### config.mk
export PLATFORM = sky130hd
export DESIGN_NAME = multi_xfer_seq
export DESIGN_NICKNAME = d
export VERILOG_FILES = /design/src/rtl/multi_xfer_pkg.sv /design/src/rtl/xfer_base_calc.sv /design/src/rtl/xfer_pick.sv /design/src/rtl/multi_xfer_seq.sv
export SDC_FILE = /design/constraint.sdc
export NUM_CORES = 1
export LEC_CHECK = 0
export ABC_AREA = 0
export BUFFER_PORTS_ARGS = -buffer_cell sky130_fd_sc_hd__buf_2
export CORE_AREA = 2 2 150 152
export DETAILED_ROUTE_END_ITERATION = 12
export DIE_AREA = 0 0 152 154
export RECOVER_POWER = 50
export SYNTH_ARGS = -nofsm -noshare
export SYNTH_HDL_FRONTEND = slang
export SYNTH_SLANG_ARGS = --single-unit
### constraint.sdc
create_clock -name clk -period 16.9 [get_ports clk]
set_clock_uncertainty 0.15 [all_clocks]
set_input_delay 2.535 -clock clk [delete_from_list [all_inputs] [get_ports clk]]
set_output_delay 2.535 -clock clk [all_outputs]
set_load 0.03 [all_outputs]
### src/rtl/multi_xfer_pkg.sv
package multi_xfer_pkg;

  typedef enum logic [1:0] {
    AM_INC_AFTER  = 2'd0,
    AM_INC_BEFORE = 2'd1,
    AM_DEC_AFTER  = 2'd2,
    AM_DEC_BEFORE = 2'd3
  } amode_e;

  typedef enum logic [1:0] {
    SEQ_IDLE = 2'd0,
    SEQ_RUN  = 2'd1,
    SEQ_DONE = 2'd2
  } seq_state_e;

endpackage

### src/rtl/xfer_base_calc.sv
module xfer_base_calc
  import multi_xfer_pkg::*;
#(
  parameter int ADDR_W     = 32,
  parameter int NREG       = 16,
  parameter int WORD_BYTES = 4
) (
  input  logic [ADDR_W-1:0] base_i,
  input  logic [NREG-1:0]   mask_i,
  input  logic [1:0]        mode_i,
  output logic [ADDR_W-1:0] first_addr_o,
  output logic [ADDR_W-1:0] wb_addr_o
);

  localparam logic [ADDR_W-1:0] STEP = ADDR_W'(WORD_BYTES);

  // Total bytes covered by the mask: popcount times the word size.
  function automatic logic [ADDR_W-1:0] span_bytes(input logic [NREG-1:0] m);
    logic [ADDR_W-1:0] cnt;
    cnt = '0;
    for (int i = 0; i < NREG; i++) cnt = cnt + ADDR_W'(m[i]);
    return cnt * STEP;
  endfunction

  logic [ADDR_W-1:0] span_w;
  assign span_w = span_bytes(mask_i);

  always_comb begin
    unique case (amode_e'(mode_i))
      AM_INC_AFTER:  first_addr_o = base_i;
      AM_INC_BEFORE: first_addr_o = base_i + STEP;
      AM_DEC_AFTER:  first_addr_o = base_i - span_w + STEP;
      default:       first_addr_o = base_i - span_w;
    endcase
  end

  // Mode bit 1 selects the decrementing direction.
  assign wb_addr_o = mode_i[1] ? (base_i - span_w) : (base_i + span_w);

endmodule

### src/rtl/xfer_pick.sv
module xfer_pick #(
  parameter int NREG = 16
) (
  input  logic [NREG-1:0]         pending_i,
  output logic [$clog2(NREG)-1:0] idx_o,
  output logic [NREG-1:0]         rest_o
);

  localparam int IDX_W = $clog2(NREG);

  // Lowest pending bit selected; the rest keeps the higher ones.
  always_comb begin
    idx_o = '0;
    for (int i = NREG - 1; i >= 0; i--) begin
      if (pending_i[i]) idx_o = IDX_W'(i);
    end
  end

  assign rest_o = pending_i & (pending_i - NREG'(1));

endmodule

### src/rtl/multi_xfer_seq.sv
module multi_xfer_seq
  import multi_xfer_pkg::*;
#(
  parameter int ADDR_W     = 32,
  parameter int NREG       = 16,
  parameter int WORD_BYTES = 4
) (
  input  logic                    clk,
  input  logic                    rst_n,
  input  logic                    start_i,
  input  logic [ADDR_W-1:0]       base_i,
  input  logic [NREG-1:0]         mask_i,
  input  logic [1:0]              mode_i,
  input  logic                    is_load_i,
  input  logic                    wb_en_i,
  input  logic                    priv_s_i,
  input  logic                    mem_ready_i,
  output logic                    busy_o,
  output logic                    xfer_valid_o,
  output logic [ADDR_W-1:0]       xfer_addr_o,
  output logic [$clog2(NREG)-1:0] xfer_reg_o,
  output logic                    xfer_write_o,
  output logic                    done_o,
  output logic                    wb_valid_o,
  output logic [ADDR_W-1:0]       wb_addr_o,
  output logic                    user_bank_o,
  output logic                    restore_status_o,
  output logic                    pc_loaded_o
);

  localparam int PC_IDX = NREG - 1;
  localparam logic [ADDR_W-1:0] STEP = ADDR_W'(WORD_BYTES);

  seq_state_e        state_q;
  logic [NREG-1:0]   pend_q;
  logic [ADDR_W-1:0] addr_q, wb_q;
  logic              load_q, wben_q, priv_q, top_q;

  logic [ADDR_W-1:0] first_w, wbcalc_w;
  logic [NREG-1:0]   rest_w;
  logic              launch_w, accept_w, last_w;

  xfer_base_calc #(.ADDR_W(ADDR_W), .NREG(NREG), .WORD_BYTES(WORD_BYTES)) u_calc (
    .base_i(base_i), .mask_i(mask_i), .mode_i(mode_i),
    .first_addr_o(first_w), .wb_addr_o(wbcalc_w)
  );

  xfer_pick #(.NREG(NREG)) u_pick (
    .pending_i(pend_q), .idx_o(xfer_reg_o), .rest_o(rest_w)
  );

  assign launch_w = start_i && (state_q == SEQ_IDLE);
  assign accept_w = xfer_valid_o && mem_ready_i;
  assign last_w   = accept_w && (rest_w == '0);

  always_ff @(posedge clk) begin
    if (!rst_n) begin
      state_q <= SEQ_IDLE;
      pend_q  <= '0;
      addr_q  <= '0;
      wb_q    <= '0;
      load_q  <= 1'b0;
      wben_q  <= 1'b0;
      priv_q  <= 1'b0;
      top_q   <= 1'b0;
    end else begin
      unique case (state_q)
        SEQ_IDLE: if (launch_w) begin
          pend_q  <= mask_i;
          addr_q  <= first_w;
          wb_q    <= wbcalc_w;
          load_q  <= is_load_i;
          wben_q  <= wb_en_i;
          priv_q  <= priv_s_i;
          top_q   <= mask_i[PC_IDX];
          state_q <= (mask_i == '0) ? SEQ_DONE : SEQ_RUN;
        end
        SEQ_RUN: if (accept_w) begin
          pend_q <= rest_w;
          addr_q <= addr_q + STEP;
          if (last_w) state_q <= SEQ_DONE;
        end
        default: state_q <= SEQ_IDLE;
      endcase
    end
  end

  assign busy_o           = (state_q != SEQ_IDLE);
  assign xfer_valid_o     = (state_q == SEQ_RUN);
  assign xfer_addr_o      = addr_q;
  assign xfer_write_o     = !load_q;
  assign done_o           = (state_q == SEQ_DONE);
  assign wb_valid_o       = done_o && wben_q;
  assign wb_addr_o        = wb_q;
  assign user_bank_o      = busy_o && priv_q && !(load_q && top_q);
  assign restore_status_o = done_o && priv_q && load_q && top_q;
  assign pc_loaded_o      = done_o && load_q && top_q;

  p_step_r3: assert property (@(posedge clk) disable iff (!rst_n)
    accept_w |=> (!xfer_valid_o || xfer_addr_o == $past(xfer_addr_o) + STEP));

  p_stall_hold_r4: assert property (@(posedge clk) disable iff (!rst_n)
    (xfer_valid_o && !mem_ready_i) |=>
      (xfer_valid_o && $stable(xfer_addr_o) && $stable(xfer_reg_o)));

  p_ascending_r2: assert property (@(posedge clk) disable iff (!rst_n)
    accept_w |=> (!xfer_valid_o || xfer_reg_o > $past(xfer_reg_o)));

  p_empty_mask_r7: assert property (@(posedge clk) disable iff (!rst_n)
    (launch_w && mask_i == '0) |=> done_o);

  p_done_ends_r8: assert property (@(posedge clk) disable iff (!rst_n)
    done_o |=> !busy_o);

  p_valid_busy_r8: assert property (@(posedge clk) disable iff (!rst_n)
    xfer_valid_o |-> busy_o);

  p_wb_in_done_r6: assert property (@(posedge clk) disable iff (!rst_n)
    wb_valid_o |-> done_o);

  p_restore_r9: assert property (@(posedge clk) disable iff (!rst_n)
    restore_status_o |-> (pc_loaded_o && !user_bank_o));

  p_start_ignored_r12: assert property (@(posedge clk) disable iff (!rst_n)
    (xfer_valid_o && start_i && !mem_ready_i) |=> $stable(xfer_addr_o));

endmodule

==> insert_results.sql, run 1 <==
INSERT INTO impl_metrics (metric_group, metric, value, unit) VALUES
('outcome', 'result_of_the_run', 'complete, but fails checks', ''),
('outcome', 'violations_in_the_final_reports', 'capacitance limit, slew limit', ''),
('worst_hold_path', 'worstHoldPathCells', '2', ''),
('clocking', 'clock_sink_count', '86', ''),
('synth', 'post_synth_xor_area_fraction', '8.50', '%'),
('route', 'routed-wl-met2', '13000', 'um'),
('worst_hold_path', 'holdCritPathClass', 'reg2reg', ''),
('clocking', 'cts_buffer_depth', '2', ''),
('route', 'routed_wire_length', '29800', 'um'),
('synth', 'synth.area.mux_share', '1.07', '%'),
('setup_path', 'critPathMaxFanout', '9', ''),
('route', 'maxUsedRoutingLayer', 'met4', ''),
('synth', 'yosys.cell_count.top_type', 'nand2_1', ''),
('synth', 'syn_inst', '1225', ''),
('pwr', 'power_density', '108', 'nW/um2'),
('synth', 'synthTopCellsByCount', 'nand2_1, a21oi_1, nor2_1, o21ai_0, dfxtp_1', ''),
('clocking', 'h-tree-depth', '3', ''),
('floorplan', 'die_height', '154', 'um'),
('synth', 'mappedNetlistNets', '1316', ''),
('cells_and_area', 'layout.core_utilization', '43.6', '%'),
('floorplan', 'io_pins', '133', ''),
('floorplan', 'die-width', '152', 'um'),
('cells_and_area', 'antenna-diode-count', '0', ''),
('floorplan', 'placement_rows', '54', ''),
('timing', 'fin_crit_period', '9490', 'ps'),
('route', 'drt-wirelength-per-cell', '19.0', 'um'),
('synth', 'synth-seq-area-share', '20.1', '%'),
('route', 'route.detailed.drc', '0', ''),
('place', 'dpl_cell_area', '9230', 'um2'),
('setup_path', 'slowest_cp_cell', 'nor4b_1', ''),
('clocking', 'clk-insertion-delay-late', '350', 'ps'),
('route', 'via_per_inst', '5.85', ''),
('synth', 'syn-cell-area', '8550', 'um2'),
('clocking', 'postCtsSetupRepairBufs', '0', ''),
('timing', 'achievable-frequency', '105', 'MHz'),
('synth', 'post-synth-top-area-cell', 'dfxtp_1', ''),
('timing', 'timing_worst_slew_pin_value', '1910', 'ps'),
('setup_path', 'max_stage_delay', '890', 'ps'),
('pwr', 'power.share.switching', '45.9', '%'),
('pwr', 'share_seq_of_total_power', '24.6', '%'),
('cells_and_area', 'filler_cell_count', '2355', ''),
('synth', 'ys_warn_count', '0', ''),
('clocking', 'holdBufCountCts', '0', ''),
('cells_and_area', 'final_area', '9460', 'um2'),
('pwr', 'cellInternalPower', '0.000552', 'W'),
('pwr', 'p_comb_share', '52.8', '%'),
('place', 'preCtsSetupSlack', '7180', 'ps'),
('pwr', 'switching_power', '0.000468', 'W'),
('setup_path', 'startpoint_types', 'input pin', ''),
('synth', 'synth_top_area_share', '20.1', '%'),
('place', 'portBuffers', '132', ''),
('grt', 'grt_start_max_net_pins', '50', ''),
('floorplan', 'fp.coreArea', '21700', 'um2'),
('timing', 'setup_ws', '7410', 'ps'),
('setup_path', 'timing.reg2reg.setup_slack', '12340', 'ps'),
('job', 'cap_viol_max_count', '2', ''),
('timing', 'rsz0062_at_grt', 'no', ''),
('timing', 'timing_max_transition_violations_final', '66', ''),
('grt', 'antenna_found_initial', '0', ''),
('timing', 'setup_violations', '0', ''),
('synth', 'synth.area.top_cells', 'dfxtp_1, a21oi_1, nand2_1', ''),
('pwr', 'clockPowerShare', '22.6', '%'),
('cells_and_area', 'flow.area_growth_from_synthesis', '10.7', '%'),
('setup_path', 'crit_required', '16980', 'ps'),
('timing', 'slew-limit-headroom', '-27.6', '%'),
('floorplan', 'die_area', '23400', 'um2'),
('synth', 'synth_top_family_by_area', 'simple AND/OR/NAND/NOR gates', ''),
('timing', 'totalNegativeSetupSlack', '0', 'ps'),
('setup_path', 'crit_path_end_kind', 'register', ''),
('clocking', 'cts_root_buffer', 'clkbuf_16', ''),
('cells_and_area', 'multiInputGateArea', '6190', 'um2');
[placed cells by master (no fill, tap or decap), types with 13 or more instances in the layout]
| cell type | n |
|---|---|
| buf_2 | 60 |
| inv_1 | 52 |
| nand3_1 | 49 |
| and3_1 | 17 |
| clkbuf_1 | 73 |
| a22oi_1 | 13 |
| ha_1 | 22 |
| a21oi_1 | 117 |
| o211ai_1 | 13 |
| nor4_1 | 20 |
| nor2b_1 | 19 |
| dfxtp_1 | 86 |
| a31oi_1 | 16 |
| xnor2_1 | 60 |
| xor2_1 | 23 |
| nor2_1 | 96 |
| nor3_1 | 47 |
| nand2_1 | 153 |
| o21ai_0 | 89 |
| nand4_1 | 24 |
[cell families (layout without fill, tap and decap cells)]
group                      Yosys count  count (layout)
AOI/OAI and AO/OA                  348             348
xor gates and xnor gates            83              83
adders and majority gates           37              37
buffers and inverters              147             216
DFF                                 86              86
muxes                                9               9
and+or+nand+nor                    515             515
[power by group through the flow]
| stage | clock (W) | combinational [W] | sequential [W] |
|---|---|---|---|
| after CTS | 0.000235 | 0.000540 | 0.000250 |
| after global routing | 0.000242 | 0.000599 | 0.000255 |
| final | 0.000231 | 0.000539 | 0.000251 |
| after detailed placement | 0 | 0.000537 | 0.000255 |
| after global placement | 0 | 0.000534 | 0.000254 |
| after floorplan | 0 | 0.000372 | 0.000285 |
[metal layers]
layer	vias up	track usage [%]
met3	37	4.62
met4	0	7.79
met5	-	0
met2	356	38.5
met1	4299	35.9
li1	4523	-
[final timing paths]
path                  from         endpoint
max reg2reg     state_q[0]   xfer_addr_o[9]
min reg2reg  wb_addr_o[28]    wb_addr_o[28]
min          wb_addr_o[28]    wb_addr_o[28]
max              mask_i[0]  xfer_addr_o[31]
[state kept, by name (all words and copies together), names as in the netlist]
register	count
wben_q	1
load_q	1
wb_addr_o	32
xfer_addr_o	32
state_q	2
priv_q	1
pend_q	16
top_q	1
[final cells by class]
cell class / instances / area share [%]
Multi-Input combinational cell: 992 / 65.4
Sequential cell: 86 / 18.2
Timing Repair Buffer: 145 / 7.02
Tap cell: 280 / 3.70
Clock buffer: 9 / 2.38
Inverter: 55 / 2.18
Clock inverter: 7 / 1.11
[metrics by stage]
stage | hold slack [ps] | cells
3_3_place_gp | 288 | 1558
2_1_floorplan | 280 | 1225
6_report | 302 | 1574
5_1_grt | 322 | 1574
4_1_cts | 302 | 1574
3_5_place_dp | 291 | 1558
[critical path, delay by kind of cell]
kind	cells	cell delay [ps]
compound gates	3	430
xor+xnor	1	150
fa+ha+maj	8	3440
buf+inv	3	200
simple gates	8	2810
Note: power is estimated with default switching activity, not from simulation.
==> inputs of run 2 (changes only) <==
--- a/config.mk
+++ b/config.mk
@@ -5,11 +5,11 @@
 export SDC_FILE = /design/constraint.sdc
 export NUM_CORES = 1
 export LEC_CHECK = 0
-export ABC_AREA = 0
+export ABC_AREA = 1
 export BUFFER_PORTS_ARGS = -buffer_cell sky130_fd_sc_hd__buf_2
-export CORE_AREA = 2 2 150 152
+export CORE_AREA = 2 2 155 157
 export DETAILED_ROUTE_END_ITERATION = 12
-export DIE_AREA = 0 0 152 154
+export DIE_AREA = 0 0 157 159
 export RECOVER_POWER = 50
 export SYNTH_ARGS = -nofsm -noshare
 export SYNTH_HDL_FRONTEND = slang
==> constraint.sdc (replaced) <==
create_clock -name clk -period 9.3 [get_ports clk]
set_clock_uncertainty 0.15 [all_clocks]
set_input_delay 1.395 -clock clk [delete_from_list [all_inputs] [get_ports clk]]
set_output_delay 1.395 -clock clk [all_outputs]
set_load 0.03 [all_outputs]
==> insert_results.sql, run 2 <==
INSERT INTO impl_metrics (metric_group, metric, value, unit) VALUES
('floorplan', 'die_height', '159', 'um'),
('setup_path', 'crit_required', '9360', 'ps'),
('timing', 'finalCritPeriodShare', '79.8', '%'),
('place', 'portBuffers', '132', ''),
('floorplan', 'initial_core_util', '39.8', '%'),
('place', 'detailedPlacementHpwl', '27000', 'um'),
('synth', 'synth-seq-area-share', '18.7', '%'),
('clocking', 'h-tree-depth', '3', ''),
('pwr', 'power_density', '184', 'nW/um2'),
('clocking', 'clk-insertion-delay-late', '360', 'ps'),
('synth', 'post-synth-top-area-cell', 'dfxtp_1', ''),
('clocking', 'clock_sink_count', '86', ''),
('floorplan', 'die_area', '25000', 'um2'),
('route', 'via_per_inst', '5.49', ''),
('synth', 'synth_top_area_share', '18.7', '%'),
('clocking', 'clkTransAtPathRegs', '70', 'ps'),
('setup_path', 'crit_type', 'in2reg', ''),
('place', 'gp_congestion', '0.953', ''),
('pwr', 'cellLeakagePower', '4.57', 'nW'),
('grt', 'grt_pass1_vias', '9998', ''),
('setup_path', 'crit_path_end_kind', 'register', ''),
('clocking', 'cts_tree', 'done', ''),
('grt', 'grt_start_max_net_pins', '70', ''),
('clocking', 'cts_inserted_buffers', '9', ''),
('route', 'first_iter_violations', '913', ''),
('timing', 'fin_crit_period', '7420', 'ps'),
('clocking', 'cts_buffer_depth', '2', ''),
('job', 'cap_viol_max_count', '1', ''),
('clocking', 'post_cts_resized', '0', ''),
('route', 'drt-wirelength-per-cell', '18.2', 'um'),
('cells_and_area', 'layout.cells.most_common', 'nand2_1', ''),
('synth', 'yosys.cell_count.top_type', 'nand2_1', ''),
('synth', 'ys_ff_latch', '86', ''),
('worst_hold_path', 'holdCritPathClass', 'reg2reg', ''),
('cells_and_area', 'layout_common_cells', 'nand2_1, inv_1, nor2_1, a21oi_1, o21ai_0', ''),
('cells_and_area', 'antenna-diode-count', '0', ''),
('floorplan', 'die-width', '157', 'um'),
('clocking', 'holdBufCountCts', '0', ''),
('synth', 'syn_inst', '1560', ''),
('grt', 'antenna_found_initial', '0', ''),
('outcome', 'result_of_the_run', 'complete, but fails checks', ''),
('grt', 'grt_first_pass_wirelength', '55900', 'um'),
('route', 'drt-pass1-iter-count', '6', ''),
('floorplan', 'fp.coreArea', '23200', 'um2'),
('grt', 'grt-ovfl-total', '0', ''),
('synth', 'synthTopCellsByCount', 'nand2_1, inv_1, nor2_1, a21oi_1, o21ai_0', ''),
('timing', 'slew-limit-headroom', '-87.7', '%'),
('pwr', 'totalPowerFinal', '0.00189', 'W'),
('place', 'preCtsSetupSlack', '1540', 'ps'),
('route', 'detail-route-antenna-nets', '0', ''),
('cells_and_area', 'layout-drive-gt1-share', '11.7', '%'),
('clocking', 'cts_root_buffer', 'clkbuf_16', ''),
('synth', 'syn-cell-area', '9230', 'um2'),
('setup_path', 'critical_path_arrival', '7480', 'ps'),
('synth', 'synth.area.top_cells', 'dfxtp_1, nand2_1, inv_1', ''),
('synth', 'synth_area_per_cell', '5.92', 'um2'),
('floorplan', 'placement_rows', '56', ''),
('floorplan', 'io_pins', '133', ''),
('route', 'vias', '10800', ''),
('synth', 'post_synth_edffs', '0', ''),
('timing', 'setup_ws', '1880', 'ps'),
('setup_path', 'critPathMaxFanout', '8', ''),
('timing', 'hold_violations', '0', ''),
('cells_and_area', 'finalNetCount', '1733', ''),
('cells_and_area', 'flow.area_growth_from_synthesis', '11.1', '%'),
('timing', 'rsz0062_at_grt', 'no', ''),
('clocking', 'postCtsSetupRepairBufs', '0', ''),
('timing', 'timing_worst_slew_pin_value', '2820', 'ps'),
('timing', 'setup_violations', '0', ''),
('synth', 'post_synth_num_cell_types', '54', ''),
('grt', 'groute.usage.overall', '28.4', '%'),
('route', 'routed_wire_length', '35700', 'um'),
('synth', 'ys_warn_count', '0', ''),
('timing', 'achievable-frequency', '135', 'MHz'),
('timing', 'totalNegativeSetupSlack', '0', 'ps'),
('pwr', 'vdd_ir_drop_max', '0.101', 'mV'),
('timing', 'timing_max_transition_violations_final', '54', ''),
('synth', 'mappedNetlistNets', '1651', ''),
('setup_path', 'startpoint_types', 'input pin', ''),
('synth', 'ys.flop_type', 'dfxtp_1', ''),
('route', 'route.detailed.drc', '0', ''),
('outcome', 'violations_in_the_final_reports', 'capacitance limit, slew limit', ''),
('synth', 'postSynth.asyncResetShare', '0', '%');
## run 2: cell types whose count changed in the layout (fill, tap and decap cells not counted), sizes merged, moves of 19 or more
cell and change:
nand2 +274, inv +141, nor2 +92, nand3 +66, xnor2 -58, o21ai +33
nor3 -31, nor2b -19
## run 2: power breakdown
part | switching, W | total (W) | internal [W]
registers | 0.0000469 | 0.000463 | 0.000416
clock network | 0.000171 | 0.000362 | 0.000191
logic | 0.000743 | 0.00106 | 0.000318
## run 2: critical path: stages
cell     delay [ps]
buf_2           100
inv_1            40
ha_1            300
inv_1            80
fa_1            430
fa_1            490
fa_1            530
fa_1            430
fa_1            450
fa_1            430
xnor2_1         170
ha_1            470
nand3_1         120
nand3_1         120
nand2_1          80
nand2_1          70
a21oi_1         160
nor2_1          250
nand2_1         150
nor2_2          250
nand3_1         150
nor2_2          220
a21oi_1          90
o21ai_0         390
a21oi_1         110
## run 2: worst paths after layout
path,from,end,slack (ps),depth (start not counted)
worst max-delay path,mask_i[0],wb_addr_o[21],1880,25
worst min-delay path,wben_q,wben_q,310,2
worst max register to register,state_q[1],xfer_addr_o[12],3770,10
worst min register to register,wben_q,wben_q,310,2
## run 2: final cells by class
type                       instances  area [um2]
timing repair buffer             141         634
sequential                        86        1720
clock inverter                     5        42.5
inverter                         197         742
tap                              319         399
clock buffer                      11         243
fill                            2607       12900
multi-input combinational       1207        6480
## run 2: metal layers
metal  track usage [%]  wire length, um
met1              37.8            15800
met4              9.97             1270
met2              47.1            16700
met5                 0                0
met3              3.54             1920
## run 2: cells by family (layout without fill, tap and decap cells)
family                     after synthesis  count (layout)  share of synthesized area (%)
xor gates and xnor gates                18              18                           1.71
AOI/OAI and AO/OA                      339             339                           20.8
and+or+nand+nor                        816             816                           41.9
buffers and inverters                  267             354                           11.4
DFF                                     86              86                           18.7
adders and majority gates               34              34                           5.58
## run 2: per-stage QoR
stage	cells	cell area, um2	utilization (%)	hold WS (ps)
after floorplan	1560	9230	-	280
after global placement	1950	10100	43.4	298
after detailed placement	1950	10100	43.4	302
after CTS	1966	10400	44.6	314
after global routing	1966	10300	44.2	332
final	1966	10300	44.2	311
